**config.mk**
```make
export PLATFORM = sky130hd
export DESIGN_NAME = vc_input_alloc
export DESIGN_NICKNAME = d
export VERILOG_FILES = /design/src/rtl/vcia_pkg.sv /design/src/rtl/vcia_fifo.sv /design/src/rtl/vcia_pick.sv /design/src/rtl/vcia_lock.sv /design/src/rtl/vc_input_alloc.sv
export SDC_FILE = /design/constraint.sdc
export NUM_CORES = 1
export LEC_CHECK = 0
export ABC_AREA = 1
export BUFFER_PORTS_ARGS = -buffer_cell sky130_fd_sc_hd__clkbuf_2
export CAP_MARGIN = 0
export CORE_MARGIN = 2
export CORE_UTILIZATION = 55
export DETAILED_ROUTE_END_ITERATION = 10
export GPL_ROUTABILITY_DRIVEN = 0
export GPL_TIMING_DRIVEN = 1
export HOLD_SLACK_MARGIN = 0.15
export PLACE_DENSITY = 0.74
export SETUP_SLACK_MARGIN = 0.4
export SKIP_CTS_REPAIR_TIMING = 1
export SLEW_MARGIN = 20
export SYNTH_ARGS = -nofsm -noshare
export SYNTH_HDL_FRONTEND = slang
export SYNTH_SLANG_ARGS = --single-unit
```
**constraint.sdc**
```tcl
create_clock -name clk_i -period 2.7 [get_ports clk_i]
set_input_delay 0.54 -clock clk_i [delete_from_list [all_inputs] [get_ports clk_i]]
set_output_delay 0.54 -clock clk_i [all_outputs]
set_load 0.1 [all_outputs]
```
**src/rtl/vcia_pkg.sv**
```systemverilog
package vcia_pkg;
  typedef enum logic {
    RX_IDLE = 1'b0,
    RX_BODY = 1'b1
  } rx_state_e;
endpackage

```
**src/rtl/vcia_fifo.sv**
```systemverilog
module vcia_fifo #(
  parameter int WIDTH = 10,
  parameter int DEPTH = 4
) (
  input  logic             clk_i,
  input  logic             rst_ni,
  input  logic             push_i,
  input  logic [WIDTH-1:0] wdata_i,
  input  logic             pop_i,
  output logic [WIDTH-1:0] rdata_o,
  output logic             rok_o,
  output logic             full_o
);
  localparam int PTR_W = (DEPTH > 1) ? $clog2(DEPTH) : 1;
  localparam int CNT_W = $clog2(DEPTH + 1);

  logic [WIDTH-1:0] mem_q [DEPTH];
  logic [PTR_W-1:0] wr_ptr_q, rd_ptr_q;
  logic [CNT_W-1:0] cnt_q;
  logic             do_pop;

  assign rok_o   = (cnt_q != '0);
  assign full_o  = (cnt_q == CNT_W'(DEPTH));
  assign rdata_o = mem_q[rd_ptr_q];
  assign do_pop  = pop_i & rok_o;

  function automatic logic [PTR_W-1:0] ptr_inc(input logic [PTR_W-1:0] p);
    return (p == PTR_W'(DEPTH - 1)) ? '0 : p + PTR_W'(1);
  endfunction

  always_ff @(posedge clk_i) begin
    if (push_i) mem_q[wr_ptr_q] <= wdata_i;
  end

  always_ff @(posedge clk_i or negedge rst_ni) begin
    if (!rst_ni) begin
      wr_ptr_q <= '0;
      rd_ptr_q <= '0;
      cnt_q    <= '0;
    end else begin
      if (push_i) wr_ptr_q <= ptr_inc(wr_ptr_q);
      if (do_pop) rd_ptr_q <= ptr_inc(rd_ptr_q);
      case ({push_i, do_pop})
        2'b10:   cnt_q <= cnt_q + CNT_W'(1);
        2'b01:   cnt_q <= cnt_q - CNT_W'(1);
        default: cnt_q <= cnt_q;
      endcase
    end
  end

  AST_NO_OVERFLOW: assert property (@(posedge clk_i) disable iff (!rst_ni)
    push_i |-> !full_o);

  AST_POP_SHRINKS: assert property (@(posedge clk_i) disable iff (!rst_ni)
    (do_pop && !push_i) |=> !full_o);
endmodule

```
**src/rtl/vcia_pick.sv**
```systemverilog
module vcia_pick #(
  parameter int N = 4
) (
  input  logic [N-1:0]         req_i,
  output logic [N-1:0]         gnt_o,
  output logic [$clog2(N)-1:0] idx_o,
  output logic                 any_o
);
  localparam int IDX_W = $clog2(N);

  always_comb begin
    gnt_o = '0;
    idx_o = '0;
    for (int i = N - 1; i >= 0; i--) begin
      if (req_i[i]) begin
        gnt_o = '0;
        gnt_o[i] = 1'b1;
        idx_o = IDX_W'(i);
      end
    end
  end

  assign any_o = |req_i;
endmodule

```
**src/rtl/vcia_lock.sv**
```systemverilog
module vcia_lock #(
  parameter int N = 4
) (
  input  logic         clk_i,
  input  logic         rst_ni,
  input  logic [N-1:0] set_i,
  input  logic [N-1:0] clr_i,
  output logic [N-1:0] lock_o
);
  for (genvar g = 0; g < N; g++) begin : g_lock
    always_ff @(posedge clk_i or negedge rst_ni) begin
      if (!rst_ni)        lock_o[g] <= 1'b0;
      else if (set_i[g])  lock_o[g] <= 1'b1;
      else if (clr_i[g])  lock_o[g] <= 1'b0;
    end

    AST_LOCK_HOLD: assert property (@(posedge clk_i) disable iff (!rst_ni)
      (lock_o[g] && !clr_i[g]) |=> lock_o[g]);

    AST_SET_ONLY_FREE: assert property (@(posedge clk_i) disable iff (!rst_ni)
      set_i[g] |-> !lock_o[g]);
  end
endmodule

```
**src/rtl/vc_input_alloc.sv**
```systemverilog
module vc_input_alloc #(
  parameter int DATA_W     = 8,
  parameter int NUM_VC     = 4,
  parameter int FIFO_DEPTH = 4
) (
  input  logic                         clk_i,
  input  logic                         rst_ni,
  input  logic [DATA_W-1:0]            in_data_i,
  input  logic                         in_bop_i,
  input  logic                         in_eop_i,
  input  logic                         in_val_i,
  output logic                         in_ack_o,
  input  logic [NUM_VC-1:0]            vc_en_i,
  output logic [NUM_VC-1:0]            vc_lock_o,
  output logic [NUM_VC-1:0]            vc_rok_o,
  input  logic [NUM_VC-1:0]            vc_rd_i,
  output logic [NUM_VC*(DATA_W+2)-1:0] vc_flit_o
);
  import vcia_pkg::*;

  localparam int FLIT_W = DATA_W + 2;
  localparam int IDX_W  = $clog2(NUM_VC);
  localparam int EOP_B  = DATA_W;

  rx_state_e          state_q;
  logic [IDX_W-1:0]   cur_q;
  logic [NUM_VC-1:0]  cand, sel_oh, full, push, rel;
  logic [IDX_W-1:0]   sel_idx;
  logic               any_free, hdr_go, body_go, drop_go;
  logic [FLIT_W-1:0]  wflit;
  logic [FLIT_W-1:0]  head [NUM_VC];

  assign cand = vc_en_i & ~vc_lock_o;

  vcia_pick #(.N(NUM_VC)) i_pick (
    .req_i (cand),
    .gnt_o (sel_oh),
    .idx_o (sel_idx),
    .any_o (any_free)
  );

  assign hdr_go  = (state_q == RX_IDLE) & in_val_i & in_bop_i & any_free;
  assign drop_go = (state_q == RX_IDLE) & in_val_i & ~in_bop_i;
  assign body_go = (state_q == RX_BODY) & in_val_i & ~full[cur_q];
  assign in_ack_o = hdr_go | drop_go | body_go;
  assign wflit    = {in_bop_i, in_eop_i, in_data_i};

  for (genvar g = 0; g < NUM_VC; g++) begin : g_vc
    assign push[g] = (hdr_go & sel_oh[g]) | (body_go & (cur_q == IDX_W'(g)));
    // release when the tail leaves the FIFO
    assign rel[g]  = vc_rd_i[g] & vc_rok_o[g] & head[g][EOP_B];

    vcia_fifo #(.WIDTH(FLIT_W), .DEPTH(FIFO_DEPTH)) i_fifo (
      .clk_i   (clk_i),
      .rst_ni  (rst_ni),
      .push_i  (push[g]),
      .wdata_i (wflit),
      .pop_i   (vc_rd_i[g]),
      .rdata_o (head[g]),
      .rok_o   (vc_rok_o[g]),
      .full_o  (full[g])
    );

    assign vc_flit_o[g*FLIT_W +: FLIT_W] = head[g];

    AST_FREE_EMPTY: assert property (@(posedge clk_i) disable iff (!rst_ni)
      !vc_lock_o[g] |-> !vc_rok_o[g]);
  end

  vcia_lock #(.N(NUM_VC)) i_lock (
    .clk_i  (clk_i),
    .rst_ni (rst_ni),
    .set_i  (push & {NUM_VC{hdr_go}}),
    .clr_i  (rel),
    .lock_o (vc_lock_o)
  );

  always_ff @(posedge clk_i or negedge rst_ni) begin
    if (!rst_ni) begin
      state_q <= RX_IDLE;
      cur_q   <= '0;
    end else if (hdr_go && !in_eop_i) begin
      state_q <= RX_BODY;
      cur_q   <= sel_idx;
    end else if (body_go && in_eop_i) begin
      state_q <= RX_IDLE;
    end
  end

  AST_HDR_LOCKS: assert property (@(posedge clk_i) disable iff (!rst_ni)
    hdr_go |=> ((vc_lock_o & ~$past(vc_lock_o)) != '0));

  AST_ONE_PUSH: assert property (@(posedge clk_i) disable iff (!rst_ni)
    $onehot0(push));

  AST_EN_RESPECT: assert property (@(posedge clk_i) disable iff (!rst_ni)
    hdr_go |-> ((push & vc_en_i & ~vc_lock_o) != '0));

  AST_BODY_NO_FULL: assert property (@(posedge clk_i) disable iff (!rst_ni)
    body_go |-> !full[cur_q]);
endmodule

```
### Yosys cells after proc, flatten, opt, wreduce, memory -nomap -nowiden

Memory sizes are Yosys's and may differ from the RTL's.
Index checks and enable logic that the tools add are counted.

| operators by class | value |
|---|---|
| add/sub/neg operators | 16 |
| multiply operators | 0 |
| divide/modulo/power cells | 0 |
| order comparisons | 1 |
| equality and inequality tests | 23 |
| shifts and indexed selects | 0 |
| muxes and demuxes | 40 |
| bitwise operators | 34 |
| reductions and logical operators | 18 |

Operator list:

| operator | number |
|---|---|
| $eq 2x2->1 const B | 14 |
| $mux 2 | 12 |
| $pmux 3 s2 | 4 |
| $and 1x1->1 | 22 |
| $mux 1 | 19 |
| $reduce_bool 2->1 | 9 |
| $add 2x1->2 const B | 8 |
| $mux 4 | 4 |
| $add 3x1->3 const B | 4 |
| $eq 3x3->1 const B | 4 |
| $reduce_bool 3->1 | 4 |
| $sub 3x1->3 const B | 4 |
| $eq 2x1->1 const B | 5 |
| $and 4x4->4 | 2 |
| $or 1x1->1 | 6 |
| $not 4->4 | 1 |
| $reduce_or 4->1 | 1 |
| $lt 2x3->1 const B | 1 |
| $not 1->1 | 3 |
| $bmux 1 s2 | 1 |
| $logic_and 1x1->1 | 2 |
| $logic_not 2->1 | 1 |
| $logic_not 1->1 | 1 |

| storage, ports and cells | value |
|---|---|
| register bits | 35 |
| latch bits | 0 |
| bits in writable memories | 160 |
| memory bits (read-only) | 0 |
| input port bits | 21 |
| word-level logic and storage cells | 154 |
| memories | 4 |

Memories:

| name | depth | bits a word | read ports | clocked after memory_dff | write ports | RTL line | text |
|---|---|---|---|---|---|---|---|
| g_vc[0].i_fifo.mem_q | 4 | 10 | 1 | 0 | 1 | vcia_fifo.sv:17 | `logic [WIDTH-1:0] mem_q [DEPTH];` |
| g_vc[1].i_fifo.mem_q | 4 | 10 | 1 | 0 | 1 | vcia_fifo.sv:17 |  |
| g_vc[2].i_fifo.mem_q | 4 | 10 | 1 | 0 | 1 | vcia_fifo.sv:17 |  |
| g_vc[3].i_fifo.mem_q | 4 | 10 | 1 | 0 | 1 | vcia_fifo.sv:17 |  |

### Depth between registers and ports, before layout

Gate-level depths: netlist (run 1).

| logic depth | value |
|---|---|
| depth in word-level cells | 10 |
| gate-level depth with buffers | 13 |

### Modules after synthesis

Synthesis (run 1) repeated with hierarchy kept, for this count alone.

| second synthesis, totals | value |
|---|---|
| cell total of the unflattened synthesis | 787 |
| area, all modules | 8843.5 um^2 |

Modules (own cells, without submodules):

| module | instances | cells each | area each (um^2) |
|---|---|---|---|
| vcia_fifo at g_vc[0].i_fifo ... | 2 | 173 | 2062.0 |
| vcia_fifo at g_vc[3].i_fifo | 1 | 173 | 2075.7 |
| vcia_fifo at g_vc[1].i_fifo | 1 | 174 | 2064.5 |
| vc_input_alloc | 1 | 59 | 354.1 |
| vcia_lock | 1 | 20 | 160.2 |
| vcia_pick | 1 | 15 | 65.1 |

### Worst setup path after synthesis (run 1)

Ideal clock, no wire load.

| timing path | value |
|---|---|
| path type | register -> output |
| start point | reg g_vc[0].i_fifo.rd_ptr_q[0] |
| end point | out vc_flit_o[0] |
| arrival time | 2.405 ns |
| data required time | 2.160 ns |
| setup slack | -0.245 ns |
| stages on the path, launching flop included | 6 |
| path buffers | 2 |
| path through | dfrtp_1 -> inv_1 -> clkbuf_1 -> buf_2 -> nor2_1 -> o22ai_1 |

| on the way | value |
|---|---|
| cells in the longest elaborated chain, start to end | 1 |

RTL lines:

| item | RTL line | text |
|---|---|---|
| from (decl) | vcia_fifo.sv:18 | `logic [PTR_W-1:0] wr_ptr_q, rd_ptr_q;` |
| from (signal assigned) | vcia_fifo.sv:42 | `if (do_pop) rd_ptr_q <= ptr_inc(rd_ptr_q);` |
| $mem_v2 4x10 | -- |  |
| to (decl) | vc_input_alloc.sv:17 | `output logic [NUM_VC*(DATA_W+2)-1:0] vc_flit_o` |

Every way passes these cells.

### Worst setup path in the final report (run 1)

| timing path | value |
|---|---|
| start point | reg g_vc[0].i_fifo.rd_ptr_q[0] |
| end point | out vc_flit_o[5] |

Same word-level chain as after synthesis.

==> impl_metrics.ini, run 1 <==
[critical_path]
critical_path_required_ps = 2160
worstPathMaxFanout = 6
end_kind = output pin
critPathKind = flip-flop to output pin
cp-start-kind = flip-flop
cp.arrival_ps = 1880

[final_layout]
n_antenna_cell = 0
finalNetCount = 851
area.sequential_mm2 = 0.00570
drive_gt1_share_pct = 35.2
syn_to_final_growth_pct = 32.5
fillers = 876
final_area_mm2 = 0.0109
final_util_pct = 74.8
multi_input_area_mm2 = 0.00279

[clocking]
cts_root_buffer = clkbuf_16
cts_tree = built
numCtsBuffers = 17
ctsHtreeMaxLevel = 4
clkSinkCount = 195
path_clk_slew_ps = 60
clock_latency_ps = 430
cts_max_path_buffers = 2

[sta]
final.setup.tns_ps = 0
slew_headroom_pct = 36.4
rsz0062_at_grt = true
skew_ps = 10.5
period_share_pct = 89.6
max_slew.worst_pin.slew_ps = 955
finalSetupViolCount = 0
hold_violations = 0
clock.fmax_mhz = 413
timing.hold.ws_ps = 249
min_period_ps = 2420
final-max-slew-violation-count = 0

[die]
dieHeight_um = 126
design.die.area_mm2 = 0.0160
rows = 44
fp.dieW_um = 126
start_util_pct = 56.5
pin_count = 70
core_mm2 = 0.0146

[synthesis]
ys_seq_area_share_pct = 68.9
syn_area_mm2 = 0.00824
synth_cell_types = 29
synth_cells = 677
synth_area_per_cell_um2 = 12.2
synth_nets = 726
yosysWarnings = 0
synth_seq_cells = 195

[placed_design]
numPortBuffers = 69
placed_cell_area_mm2 = 0.00934
dp_hpwl_mm = 11.2

[detailed_routing]
first_iter_violations = 762
vias = 5747
drt_wl_total_mm = 20.1
avgRoutedWirePerCell_um = 20.1
vias_per_cell = 5.75
antenna_left = 0
first_pass_iters = 5
drc = 0

[global_route]
grt_pass1_wl_mm = 28.2
overflow = 0
antenna_found_initial = 0
grt_max_degree = 36
grt_use_total_pct = 23.0
grt_pass1_vias = 5464

[job]
maxCapViolations = 0

[hold_path]
hold_path.class = input port to asynchronous set/reset pin

[outcome]
outcome = complete, no violations
[worst max-delay path, cell delays in order, from the launching register on]
cell and delay [ps]:
dfrtp_2 470, buf_4 170, buf_12 120, o21ai_0 360
o22ai_4 140, buf_8 190
[cell families after synthesis]
logic type	after synthesis	share of synthesized area [%]
AND/OR/NAND/NOR	198	10.7
adder cells (fa/ha/maj)	28	4.62
buffers and inverters	96	4.74
flip-flops	195	68.9
XOR/XNOR	8	0.850
AO/OA/AOI/OAI	152	10.2
[layout make-up]
cell class | instances | area share [%]
flip-flops and latches | 195 | 52.2
multi-input cells | 386 | 25.6
repair buffers | 122 | 11.4
clock buffers | 23 | 4.38
inverters | 68 | 2.71
well taps | 184 | 2.11
repair inverters | 12 | 0.825
clock inverters | 9 | 0.745
[cell usage in the layout, fill, tap and decap left out, drive strengths merged]
master	synthesis	routed
buf	12	88
nor2	115	115
clkinv	0	3
a21boi	3	3
edfxtp	160	160
dfrtp	35	35
inv	68	61
xor2	4	4
o211ai	1	1
o21bai	1	1
o21ai	100	100
fa	4	4
bufinv	0	1
o22ai	40	40
nand4	3	3
clkinvlp	0	24
nand3	16	16
clkbuf	16	57
ha	24	24
nand2	64	64
o21a	1	1
xnor2	4	4
a21oi	6	6
[path summary, 6_finish.rpt]
path                                                        startpoint                                   to  slack, ps  depth (start not counted)
worst max register to register                    cur_q[0]$_DFFE_PN0P_  g_vc[1].i_fifo.cnt_q[2]$_DFFE_PN0P_        390                         13
worst max-delay path            g_vc[0].i_fifo.rd_ptr_q[0]$_DFFE_PN0P_                         vc_flit_o[5]        280                          5
min in group clk_i                 g_vc[3].i_fifo.cnt_q[1]$_DFFE_PN0P_  g_vc[3].i_fifo.cnt_q[1]$_DFFE_PN0P_        500                          2
worst min register to register     g_vc[3].i_fifo.cnt_q[1]$_DFFE_PN0P_  g_vc[3].i_fifo.cnt_q[1]$_DFFE_PN0P_        500                          2
worst min-delay path                                            rst_ni                  state_q$_DFFE_PN0P_        250                          1
max in group asynchronous                                       rst_ni         i_lock.lock_o[1]$_DFFE_PN0P_       1750                          1
[stage by stage]
step	worst slack, ps	cells
final	280	999
after global routing	232	999
after floorplan	123	677
after CTS	-97.5	947
after detailed placement	253	915
after global placement	298	915
[sequential cells by signal (all words and copies together) (netlist names)]
name,cells
g_vc.i_fifo.rd_ptr_q,8
g_vc.i_fifo.wr_ptr_q,8
state_q,1
cur_q,2
g_vc.i_fifo.mem_q,160
i_lock.lock_o,4
g_vc.i_fifo.cnt_q,12
[synthesized netlist by cell type (all sizes together)]
| master | n | share of area, % |
|---|---|---|
| ha | 24 | 3.6 |
| xor2 | 4 | 0.43 |
| o21bai | 1 | 0.091 |
| buf | 12 | 0.85 |
| o211ai | 1 | 0.091 |
| nor2 | 115 | 6.0 |
| dfrtp | 35 | 11 |
| fa | 4 | 0.97 |
| o22ai | 40 | 3.0 |
| o21ai | 100 | 6.1 |
| nand2 | 64 | 3.2 |
| inv | 68 | 3.2 |
| edfxtp | 160 | 58 |
| clkbuf | 16 | 0.73 |
| a21oi | 6 | 0.50 |
| o21a | 1 | 0.091 |
| a21boi | 3 | 0.27 |
| nand3 | 16 | 1.3 |
| xnor2 | 4 | 0.43 |
| nand4 | 3 | 0.23 |
[routing by layer]
metal	part of all wire (%)	GRT usage, %
met1	41	31.3
met2	50	37.4
met3	6.3	4.39
met4	2.2	8.27
met5	0	0
Power of run 1 is not shown: default switching activity piles up to over one toggle a cycle in this logic, so the estimate is an artifact.
==> run 2: changes to the inputs <==
Settings changed: PLACE_DENSITY 0.74 to 0.8.
==> run 2 against run 1 <==
Routed wire length is 6.9% higher; clock skew hardly changed; via count is 4.2% higher; clock-buffer cell count is 5 lower; critical path type unchanged.
==> impl_metrics.ini, run 2 (synthesized netlist as in run 1, its figures left out) <==
[outcome]
outcome = complete, no violations

[clocking]
numCtsBuffers = 17
cts_max_path_buffers = 2
cts_root_buffer = clkbuf_16
clkSinkCount = 195
cts_tree = built
clock_latency_ps = 440
ctsHtreeMaxLevel = 4
path_clk_slew_ps = 70

[sta]
max_slew.worst_pin.slew_ps = 853
finalSetupViolCount = 0
period_share_pct = 87.0
skew_ps = 10.2
rsz0062_at_grt = true
hold_violations = 0
min_period_ps = 2350
slew_headroom_pct = 43.2
clock.fmax_mhz = 426
final-max-slew-violation-count = 0

[die]
core_mm2 = 0.0146
design.die.area_mm2 = 0.0160
fp.dieW_um = 126
start_util_pct = 56.5
pin_count = 70
dieHeight_um = 126
rows = 44

[global_route]
grt_pass1_wl_mm = 29.7
antenna_found_initial = 0
grt_use_total_pct = 24.6
grt_pass1_vias = 5698
grt_max_degree = 30
overflow = 0

[critical_path]
end_kind = output pin
r2r_end = g_vc[1].i_fifo.cnt_q[2]$_DFFE_PN0P_
slowest_stage = dfrtp_2
crit_chain = buf_4 > clkinvlp_4 > nor2_1 > o22ai_4 > buf_6
worstPathMaxFanout = 5
reg2reg_slack_ps = 470
critical_path_required_ps = 2160
crit_path_max_incr_delay_ps = 480
critPathKind = flip-flop to output pin
cp-start-kind = flip-flop
reg2reg_from = g_vc[3].i_fifo.cnt_q[0]$_DFFE_PN0P_
reg2regPathDepth = 13
cp.arrival_ps = 1810

[final_layout]
mostFrequentLayoutCells = edfxtp_1 (160), nor2_1 (86), o21ai_1 (62), inv_1 (54), nand2_1 (54)
multi_input_area_mm2 = 0.00279
drive_gt1_share_pct = 35.3
fillers = 799
regMostFlops = g_vc.i_fifo.mem_q
final_util_pct = 74.5
finalNetCount = 848
syn_to_final_growth_pct = 31.9
largest_register_ff_count = 160
n_antenna_cell = 0
stdcell_count = 996
area.sequential_mm2 = 0.00570
reg_top3 = g_vc.i_fifo.mem_q (160), g_vc.i_fifo.cnt_q (12)
layout_commonest_cell = edfxtp_1

[placed_design]
numPortBuffers = 69
dp_hpwl_mm = 12.0
dp_cells = 917

[detailed_routing]
vias = 5990
first_iter_violations = 781
antenna_left = 0
drt_wl_total_mm = 21.5
vias_per_cell = 6.01
avgRoutedWirePerCell_um = 21.6
drc = 0
first_pass_iters = 5

[job]
maxCapViolations = 0

[hold_path]
hold_path.class = input port to asynchronous set/reset pin
run 2: through the flow:
stage | setup TNS, ps | hold slack, ps | cell area [um^2] | setup slack (ps)
CTS | -922 | 198 | 9980 | -91.3
finish | 0 | 197 | 10900 | 350
floorplan | 0 | 244 | 8770 | 123
global placement | 0 | 461 | 9390 | 327
global route | 0 | 247 | 10900 | 292
detailed placement | 0 | 487 | 9390 | 266
run 2: layout make-up:
type | instances | share of cell area [%]
sequential | 195 | 52.4
multi-input combinational | 386 | 25.7
timing repair buffer | 121 | 10.9
clock buffer | 18 | 3.95
inverter | 68 | 2.73
tap | 184 | 2.12
clock inverter | 14 | 1.50
timing repair inverter | 10 | 0.691
run 2: critical path, delay by kind of cell, from the launching register on:
family | cells | cell delay [ps]
compound gates | 1 | 220
buf+inv | 3 | 580
flops | 1 | 480
simple gates | 1 | 90
run 2: worst max-delay path by stage:
stage	startpoint	to	slack, ps	cells past startpoint
after global placement	in_bop_i	g_vc[2].i_fifo.cnt_q[2]$_DFFE_PN0P_	330	12
final	g_vc[3].i_fifo.rd_ptr_q[0]$_DFFE_PN0N_	vc_flit_o[31]	350	5
after CTS	g_vc[3].i_fifo.rd_ptr_q[0]$_DFFE_PN0N_	vc_flit_o[31]	-90	4
after floorplan	in_val_i	in_ack_o	120	2
after detailed placement	in_bop_i	g_vc[2].i_fifo.cnt_q[2]$_DFFE_PN0P_	270	12
after global routing	cur_q[1]$_DFFE_PN0P_	in_ack_o	290	7
run 2: layer usage:
metal / vias to the layer above / share of wire (%) / GRT usage (%) / routed length (um)
met3: 47 / 8.3 / 5.27 / 1780
met4: 0 / 2.6 / 8.92 / 555
met1: 2964 / 38 / 32.4 / 8260
li1: 2601 / - / - / -
met2: 378 / 51 / 40.7 / 10900
met5: - / 0 / 0 / 0
Power of run 2 is left out for the same reason.
